## src/rtl/rsd_pkg.sv

```systemverilog
package rsd_pkg;
  typedef enum logic [2:0] {
    ST_IDLE,
    ST_OVCHK,
    ST_ADDBK,
    ST_SHIFT,
    ST_TRIAL,
    ST_RESTORE,
    ST_FINISH
  } rsd_state_e;
endpackage

```

## src/rtl/div_addsub.sv

```systemverilog
module div_addsub #(
  parameter int N = 8
) (
  input  logic [N-1:0] opa,
  input  logic [N-1:0] opb,
  input  logic         sub,
  output logic [N-1:0] sum,
  output logic         carry
);
  logic [N:0] total;

  always_comb begin
    total = {1'b0, opa} + {1'b0, opb ^ {N{sub}}} + {{N{1'b0}}, sub};
    sum   = total[N-1:0];
    carry = total[N];
  end
endmodule

```

## src/rtl/div_seq_ctrl.sv

```systemverilog
module div_seq_ctrl
  import rsd_pkg::*;
#(
  parameter int N = 8
) (
  input  logic       clk,
  input  logic       rst_n,
  input  logic       start,
  input  logic       out_ready,
  input  logic       e_bit,
  input  logic       carry,
  output rsd_state_e state
);
  localparam int SCW = $clog2(N + 1);

  logic [SCW-1:0] sc;
  rsd_state_e     nxt;
  logic           last_step;

  assign last_step = (sc == SCW'(1));

  always_comb begin
    nxt = state;
    unique case (state)
      ST_IDLE:    if (start) nxt = ST_OVCHK;
      ST_OVCHK:   nxt = carry ? ST_FINISH : ST_ADDBK;
      ST_ADDBK:   nxt = ST_SHIFT;
      ST_SHIFT:   nxt = ST_TRIAL;
      ST_TRIAL:   if (e_bit || carry) nxt = last_step ? ST_FINISH : ST_SHIFT;
                  else                nxt = ST_RESTORE;
      ST_RESTORE: nxt = last_step ? ST_FINISH : ST_SHIFT;
      ST_FINISH:  if (out_ready) nxt = ST_IDLE;
      default:    nxt = ST_IDLE;
    endcase
  end

  always_ff @(posedge clk or negedge rst_n) begin
    if (!rst_n) begin
      state <= ST_IDLE;
      sc    <= '0;
    end else begin
      state <= nxt;
      if (state == ST_ADDBK) begin
        sc <= SCW'(N);
      end else if ((state == ST_TRIAL && (e_bit || carry)) || state == ST_RESTORE) begin
        sc <= sc - SCW'(1);
      end
    end
  end

  // the step counter never leaves 0..N
  a_r7_sc_range: assert property (@(posedge clk) disable iff (!rst_n)
    sc <= SCW'(N));

  // the loop ends only on the last step
  a_r7_finish_on_last: assert property (@(posedge clk) disable iff (!rst_n)
    (state inside {ST_TRIAL, ST_RESTORE}) && nxt == ST_FINISH |-> last_step);
endmodule

```

## src/rtl/restoring_sm_divider.sv

```systemverilog
module restoring_sm_divider
  import rsd_pkg::*;
#(
  parameter int N = 8
) (
  input  logic           clk,
  input  logic           rst_n,
  input  logic           in_valid,
  output logic           in_ready,
  input  logic [2*N-1:0] in_dividend,
  input  logic           in_dividend_sign,
  input  logic [N-1:0]   in_divisor,
  input  logic           in_divisor_sign,
  output logic           out_valid,
  input  logic           out_ready,
  output logic [N-1:0]   out_quotient,
  output logic           out_quotient_sign,
  output logic [N-1:0]   out_remainder,
  output logic           out_remainder_sign,
  output logic           out_overflow
);
  rsd_state_e   state;
  logic [N-1:0] a_q, q_q, b_q;
  logic         e_q, as_q, bs_q, dvf_q;
  logic [N-1:0] sum;
  logic         carry, sub;

  assign sub = (state == ST_OVCHK) || (state == ST_TRIAL);

  div_addsub #(.N(N)) u_alu (
    .opa(a_q), .opb(b_q), .sub(sub), .sum(sum), .carry(carry)
  );

  div_seq_ctrl #(.N(N)) u_ctrl (
    .clk(clk), .rst_n(rst_n), .start(in_valid), .out_ready(out_ready),
    .e_bit(e_q), .carry(carry), .state(state)
  );

  always_ff @(posedge clk or negedge rst_n) begin
    if (!rst_n) begin
      a_q <= '0; q_q <= '0; b_q <= '0;
      e_q <= 1'b0; as_q <= 1'b0; bs_q <= 1'b0; dvf_q <= 1'b0;
    end else begin
      unique case (state)
        ST_IDLE: if (in_valid) begin
          a_q   <= in_dividend[2*N-1:N];
          q_q   <= in_dividend[N-1:0];
          b_q   <= in_divisor;
          as_q  <= in_dividend_sign;
          bs_q  <= in_divisor_sign;
          e_q   <= 1'b0;
          dvf_q <= 1'b0;
        end
        ST_OVCHK: begin
          a_q   <= sum;
          e_q   <= carry;
          dvf_q <= carry;
        end
        ST_ADDBK, ST_RESTORE: begin
          a_q <= sum;
          e_q <= 1'b0;
        end
        ST_SHIFT: {e_q, a_q, q_q} <= {a_q, q_q, 1'b0};
        ST_TRIAL: begin
          a_q <= sum;
          e_q <= e_q ? 1'b0 : carry;
          if (e_q || carry) q_q[0] <= 1'b1;
        end
        default: ;
      endcase
    end
  end

  assign in_ready           = (state == ST_IDLE);
  assign out_valid          = (state == ST_FINISH);
  assign out_quotient       = q_q;
  assign out_remainder      = a_q;
  assign out_quotient_sign  = as_q ^ bs_q;
  assign out_remainder_sign = as_q;
  assign out_overflow       = dvf_q;

  a_r1_busy_after_accept: assert property (@(posedge clk) disable iff (!rst_n)
    in_valid && in_ready |=> !in_ready);

  a_r2_zero_divisor_ovf: assert property (@(posedge clk) disable iff (!rst_n)
    out_valid && b_q == '0 |-> out_overflow);

  a_r3_rem_below_divisor: assert property (@(posedge clk) disable iff (!rst_n)
    out_valid && !out_overflow |-> out_remainder < b_q);

  a_r6_ovf_fast: assert property (@(posedge clk) disable iff (!rst_n)
    in_valid && in_ready && in_dividend[2*N-1:N] >= in_divisor |-> ##2 out_valid);

  a_r8_hold: assert property (@(posedge clk) disable iff (!rst_n)
    out_valid && !out_ready |=> out_valid && $stable(out_quotient) &&
      $stable(out_remainder) && $stable(out_overflow) &&
      $stable(out_quotient_sign) && $stable(out_remainder_sign));

  a_r9_no_accept_busy: assert property (@(posedge clk) disable iff (!rst_n)
    !in_ready |=> $stable(b_q) || $past(state) == ST_FINISH);
endmodule

```

## config.mk

```make
export PLATFORM = sky130hd
export DESIGN_NAME = restoring_sm_divider
export DESIGN_NICKNAME = d
export VERILOG_FILES = /design/src/rtl/rsd_pkg.sv /design/src/rtl/div_addsub.sv /design/src/rtl/div_seq_ctrl.sv /design/src/rtl/restoring_sm_divider.sv
export SDC_FILE = /design/constraint.sdc
export NUM_CORES = 1
export LEC_CHECK = 0
export BUFFER_PORTS_ARGS = -buffer_cell sky130_fd_sc_hd__buf_2
export CAP_MARGIN = 20
export CORE_UTILIZATION = 24
export CTS_BUF_LIST = sky130_fd_sc_hd__clkbuf_8 sky130_fd_sc_hd__clkbuf_16
export DETAILED_ROUTE_END_ITERATION = 10
export PLACE_DENSITY = 0.44
export SLEW_MARGIN = 20
export SYNTH_ARGS = -nofsm -noshare
export SYNTH_HDL_FRONTEND = slang
export SYNTH_SLANG_ARGS = --single-unit
```

## constraint.sdc

```tcl
create_clock -name clk -period 6 [get_ports clk]
set_clock_uncertainty 0.15 [all_clocks]
set_input_delay 0.9 -clock clk [delete_from_list [all_inputs] [get_ports clk]]
set_output_delay 0.9 -clock clk [all_outputs]
set_load 0.005 [all_outputs]
```

* Word-level counts from Yosys, hierarchy flattened *
Cells that the tools add are included.

cells by class
  add/sub/neg operators = 3
  equal/unequal tests = 10
  mux-type cells = 18
  bitwise operators = 2
  reduce and logical (&&, ||, !) cells = 20

operators with widths
  kind                   count
  $pmux W8 S3            1
  $pmux W3 S7            1
  $mux W8                2
  $mux W3                5
  $pmux W7 S2            1
  $reduce_and A2 Y1      6
  $add A8 B8 Y9          1
  $add A9 B1 Y9          1
  $eq A3 B3 Y1 const B   3
  $mux W4                2
  $xor A8 B8 Y8          1
  $eq A3 B2 Y1 const B   2
  $reduce_bool A2 Y1     3
  $reduce_bool A3 Y1     2
  $pmux W1 S5            1
  $reduce_bool A5 Y1     1
  $eq A4 B1 Y1 const B   1
  $ne A2 B1 Y1 const B   2
  $reduce_or A4 Y1       1
  $sub A4 B1 Y4 const B  1
  $eq A3 B1 Y1 const B   1
  $logic_not A3 Y1       1
  $logic_or A1 B1 Y1     3
  $mux W1                3
  other kinds (7)        7

word-level totals
  bits in registers = 35
  bits of input ports = 30
  output and inout bits = 21
  word-level logic and storage cells = 63

* Logic depth before layout (Yosys ltp) *
  word-level depth = 10
  mapped depth = 10
  mapped depth without buffers = 9

* By module *
Synthesis repeated with hierarchy kept, for this count alone.

second synthesis, totals
  cells, all modules = 230
  area, all modules = 2,317.2 um^2

modules (own cells, without submodules)
  module                times used  cells each  area an instance (um^2)  sequential area each (um^2)
  restoring_sm_divider  1           139         1,511.4                  700.7
  div_seq_ctrl          1           43          407.9                    175.2
  div_addsub            1           48          397.9                    0.0

* Worst setup path before layout *
No wires, ideal clock.

  kind = reg-to-reg
  start = reg u_ctrl.state[1]
  end = reg q_q[0] (netlist: out_quotient[0])
  setup time = 0.128 ns
  arrival time = 2.694 ns
  data required time = 5.722 ns
  path slack = 3.028 ns
  stages on the path, launching flop included = 10
  path buffers = 1
  period minus slack after synthesis = 2.972 ns
  cell sequence = dfrtp_1 > clkbuf_1 > nor2_2 > xor2_1 > fa_1 > a211oi_1 > or3_1 > nand3b_1 > o21ai_1 > mux2_1

between the ends
  cells in the longest elaborated chain, start to end = 8
  elaborated cells on any way between the ends = 14
  those cells by class = 2 x add/sub; 5 x eq/ne; 1 x mux; 1 x bitwise; 5 x reduce/logical

ends and longest elaborated chain
  element                                       RTL line                                                source
  start, declared                               div_seq_ctrl.sv:12                                      output rsd_state_e state
  start signal, assigned                        div_seq_ctrl.sv:42                                      state <= nxt;
  $eq A3 B1 Y1 or $eq A3 B3 Y1 (tied branches)  restoring_sm_divider.sv:28, restoring_sm_divider.sv:44
  $logic_or A1 B1 Y1                            restoring_sm_divider.sv:28                              assign sub = (state == ST_OVCHK) || (state == ST_TRIAL);
  $xor A8 B8 Y8                                 div_addsub.sv:13                                        total = {1'b0, opa} + {1'b0, opb ^ {N{sub}}} + {{N{1'b0}}, sub};
  $add A8 B8 Y9                                 div_addsub.sv:13
  $add A9 B1 Y9                                 div_addsub.sv:13
  $logic_or A1 B1 Y1                            restoring_sm_divider.sv:67                              if (e_q || carry) q_q[0] <= 1'b1;
  $ne A2 B1 Y1 (no line)                        -
  $reduce_and A3 Y1 (no line)                   -
  end signal, assigned                          restoring_sm_divider.sv:47                              q_q <= in_dividend[N-1:0];
  end signal, assigned                          restoring_sm_divider.sv:63                              ST_SHIFT: {e_q, a_q, q_q} <= {a_q, q_q, 1'b0};
  end, declared                                 restoring_sm_divider.sv:23                              logic [N-1:0] a_q, q_q, b_q;

Several ways; a longest one is shown, not always the timed one.
A chain may end at the register's enable or synchronous reset.

* Worst setup path in the final report *
  start = reg u_ctrl.state[2]
  end = reg q_q[0] (netlist: out_quotient[0])

Same word-level chain as after synthesis.

==> results.cfg <==
[run_status]
status = finished, final reports clean

[clock_tree]
clockRootBuffer = clkbuf_8
clock_latency_ps = 290
h-tree-depth = 2
tritoncts = yes
cts-resized-gates = 0
cts_buffers = 5
cts_sinks = 35
cts_setup_buffers = 0
cts_hold_buf = 0
cts.clk_slew.worst_paths_ps = 80
cts_max_path_buffers = 2

[global_route]
antenna_found_initial = 0
grt_max_degree = 36
grt.overflow.total = 0
grt_pass1_wl_mm = 10.2
grt_pass1_vias = 2022
track_usage_pct = 13.0

[finish]
layout-drive-gt1-share_pct = 24.9
regArea_um2 = 876
final_nets = 336
multi_input_area_mm2 = 0.00132
diodes = 0
final_util_pct = 29.7
fillCellCount = 1024
final_cell_area_mm2 = 0.00273
synthToLayoutAreaGrowth_pct = 19.8

[timing]
min_period_ps = 3480
slew_viol_final = 0
grt_setup_unrepaired = false
tightest_slew_ps = 782
slew_headroom_pct = 46.4
fmax_mhz = 288
fin_setup_tns_ps = 0
post-route-period-util_pct = 57.9
hold_violations = 0
setup_viol = 0

[route]
num_vias = 2017
viasPerCell = 4.94
wirelength_mm = 5.99
drc = 0
dr.pass1.iters = 5
antenna_left = 0
avgRoutedWirePerCell_um = 14.7
initialDrtViolationCount = 49

[yosys]
synth-seq-cells = 35
netlist_area_mm2 = 0.00228
synth_cell_types = 54
synthXorXnorAreaFrac_pct = 4.23
async_reset_ff_share_pct = 100
ys_seq_area_share_pct = 38.4
synth_top_family_by_area = compound AO/OA/AOI/OAI gates
syn-num-nets = 287
synth_cells = 247
synth_edf_count = 0
synth-compound-area-share_pct = 23.8
yosysWarnings = 0
synthAdderAreaFrac_pct = 5.82
synth.area.mux_share_pct = 9.83
yosys.area_share.simple_pct = 14.2
syn_area_per_cell_um2 = 9.22
ys.flop_type = dfrtp_1

[critical_path]
crit_chain = buf_4 > xnor2_1 > nor2_2 > xor2_1 > fa_1 > a211oi_1 > or3_1 > nand3b_1 > o21ai_1 > mux2_1
startpoint = u_ctrl.state[2]$_DFFE_PN0P_
criticalPathCategory = reg -> reg
max_stage_delay_ps = 470
path_max_fanout = 32
start_kind = register
arrival_ps = 3510
ff2ff_path_depth = 10
end_kind = register
crit_required_ps = 6030
crit_slowest_cell = fa_1
reg2reg_from = u_ctrl.state[2]$_DFFE_PN0P_

[placement]
port_buffers = 50
placed_area_mm2 = 0.00264
routabilityCongestion = 0.825
hpwl_mm = 4.27

[run]
drv_cap = 0

[min_path]
worstHoldPathCells = 1
hp-start = b_q[5]$_DFFE_PN0P_
min_path_type = reg -> reg

[die]
core_mm2 = 0.00920
ios = 51
start_util_pct = 24.8
die_h_um = 99.4
die_area_mm2 = 0.00989
placementRows = 35
die_x_um = 99.4
==> flip-flops by register name, indices dropped and copies added (netlist names) <==
name,flops
out_overflow,1
e_q,1
out_remainder_sign,1
bs_q,1
out_remainder,8
b_q,8
u_ctrl.state,3
u_ctrl.sc,4
out_quotient,8
==> critical path, delay by kind of cell (launching register included) <==
family	cells	cell delay, ps
buffers and inverters	1	310
flip-flops	1	330
AO/OA/AOI/OAI	2	600
adder cells (fa/ha/maj)	1	470
XOR/XNOR	2	360
AND/OR/NAND/NOR	3	800
multiplexers	1	330
==> logic make-up (layout without fill, tap and decap cells) <==
family	Yosys count	after routing
adder cells (fa/ha/maj)	10	10
AO/OA/AOI/OAI	85	85
XOR/XNOR	11	11
multiplexers	21	21
AND/OR/NAND/NOR	65	65
buffers and inverters	20	70
flip-flops	35	35
==> per-layer routing <==
| layer | GRT usage [%] | vias up | wire [µm] |
|---|---|---|---|
| met1 | 18.2 | 958 | 2950 |
| li1 | - | 1011 | - |
| met3 | 2.53 | 6 | 247 |
| met5 | 0 | - | 0 |
| met2 | 20.4 | 42 | 2720 |
| met4 | 3.73 | 0 | 74 |
==> final cells by class <==
type	count	area share (%)
inverter	9	1.24
sequential	35	32.1
timing repair buffer	53	10.0
tap	111	5.09
clock inverter	3	0.734
multi-input combinational	192	48.3
clock buffer	5	2.52
==> cells in the mapped netlist (5+ instances only) <==
| master | count | area [µm²] |
|---|---|---|
| a211oi_1 | 5 | 37.5 |
| a21oi_1 | 25 | 125 |
| clkbuf_1 | 7 | 26.3 |
| dfrtp_1 | 35 | 876 |
| ha_1 | 9 | 113 |
| inv_1 | 8 | 30.0 |
| mux2_2 | 7 | 78.8 |
| mux2i_1 | 10 | 100 |
| nand2_1 | 13 | 48.8 |
| nand3_1 | 7 | 35.0 |
| nor2_1 | 22 | 82.6 |
| o21ai_0 | 20 | 100 |
| o21ai_1 | 5 | 25.0 |
| xor2_1 | 8 | 70.1 |
==> placed cells by master, fill, tap and decap left out, types with 2 or more instances in the layout <==
cell type	n
mux2i_1	10
nor3_1	3
inv_1	8
o22a_1	2
dfrtp_1	35
nor4_1	2
mux2_1	4
o21ai_1	5
nand4_1	2
ha_1	9
mux2_2	7
nand2b_1	3
xnor2_1	3
buf_2	50
nor2_1	22
nand3_1	7
o221ai_1	2
o31ai_1	2
nand2_1	13
clkbuf_8	5
nand3b_1	4
clkinvlp_4	2
a21oi_1	25
o21a_1	3
buf_4	3
or3_1	2
nor3b_1	2
a21o_1	4
a31oi_1	2
xor2_1	8
o21ai_0	20
a211oi_1	5
==> final timing paths <==
path	endpoint	slack [ps]
max in group asynchronous	b_q[3]$_DFFE_PN0P_	4650
worst max register to register	out_quotient[0]$_DFFE_PN0P_	2520
worst max-delay path	out_quotient[0]$_DFFE_PN0P_	2520
worst min-delay path	b_q[5]$_DFFE_PN0P_	370
min in group asynchronous	out_quotient[3]$_DFFE_PN0P_	540
worst min register to register	b_q[5]$_DFFE_PN0P_	370
==> per-stage QoR <==
step | cells | hold WS (ps) | setup slack (ps)
final | 408 | 367 | 2520
after global placement | 400 | 340 | 2600
after floorplan | 247 | 313 | 3030
after CTS | 408 | 375 | 2510
after detailed placement | 400 | 358 | 2540
after global routing | 408 | 399 | 2270
Power is not shown: default switching activity piles up to over one toggle a cycle in this logic, so the estimate is an artifact.
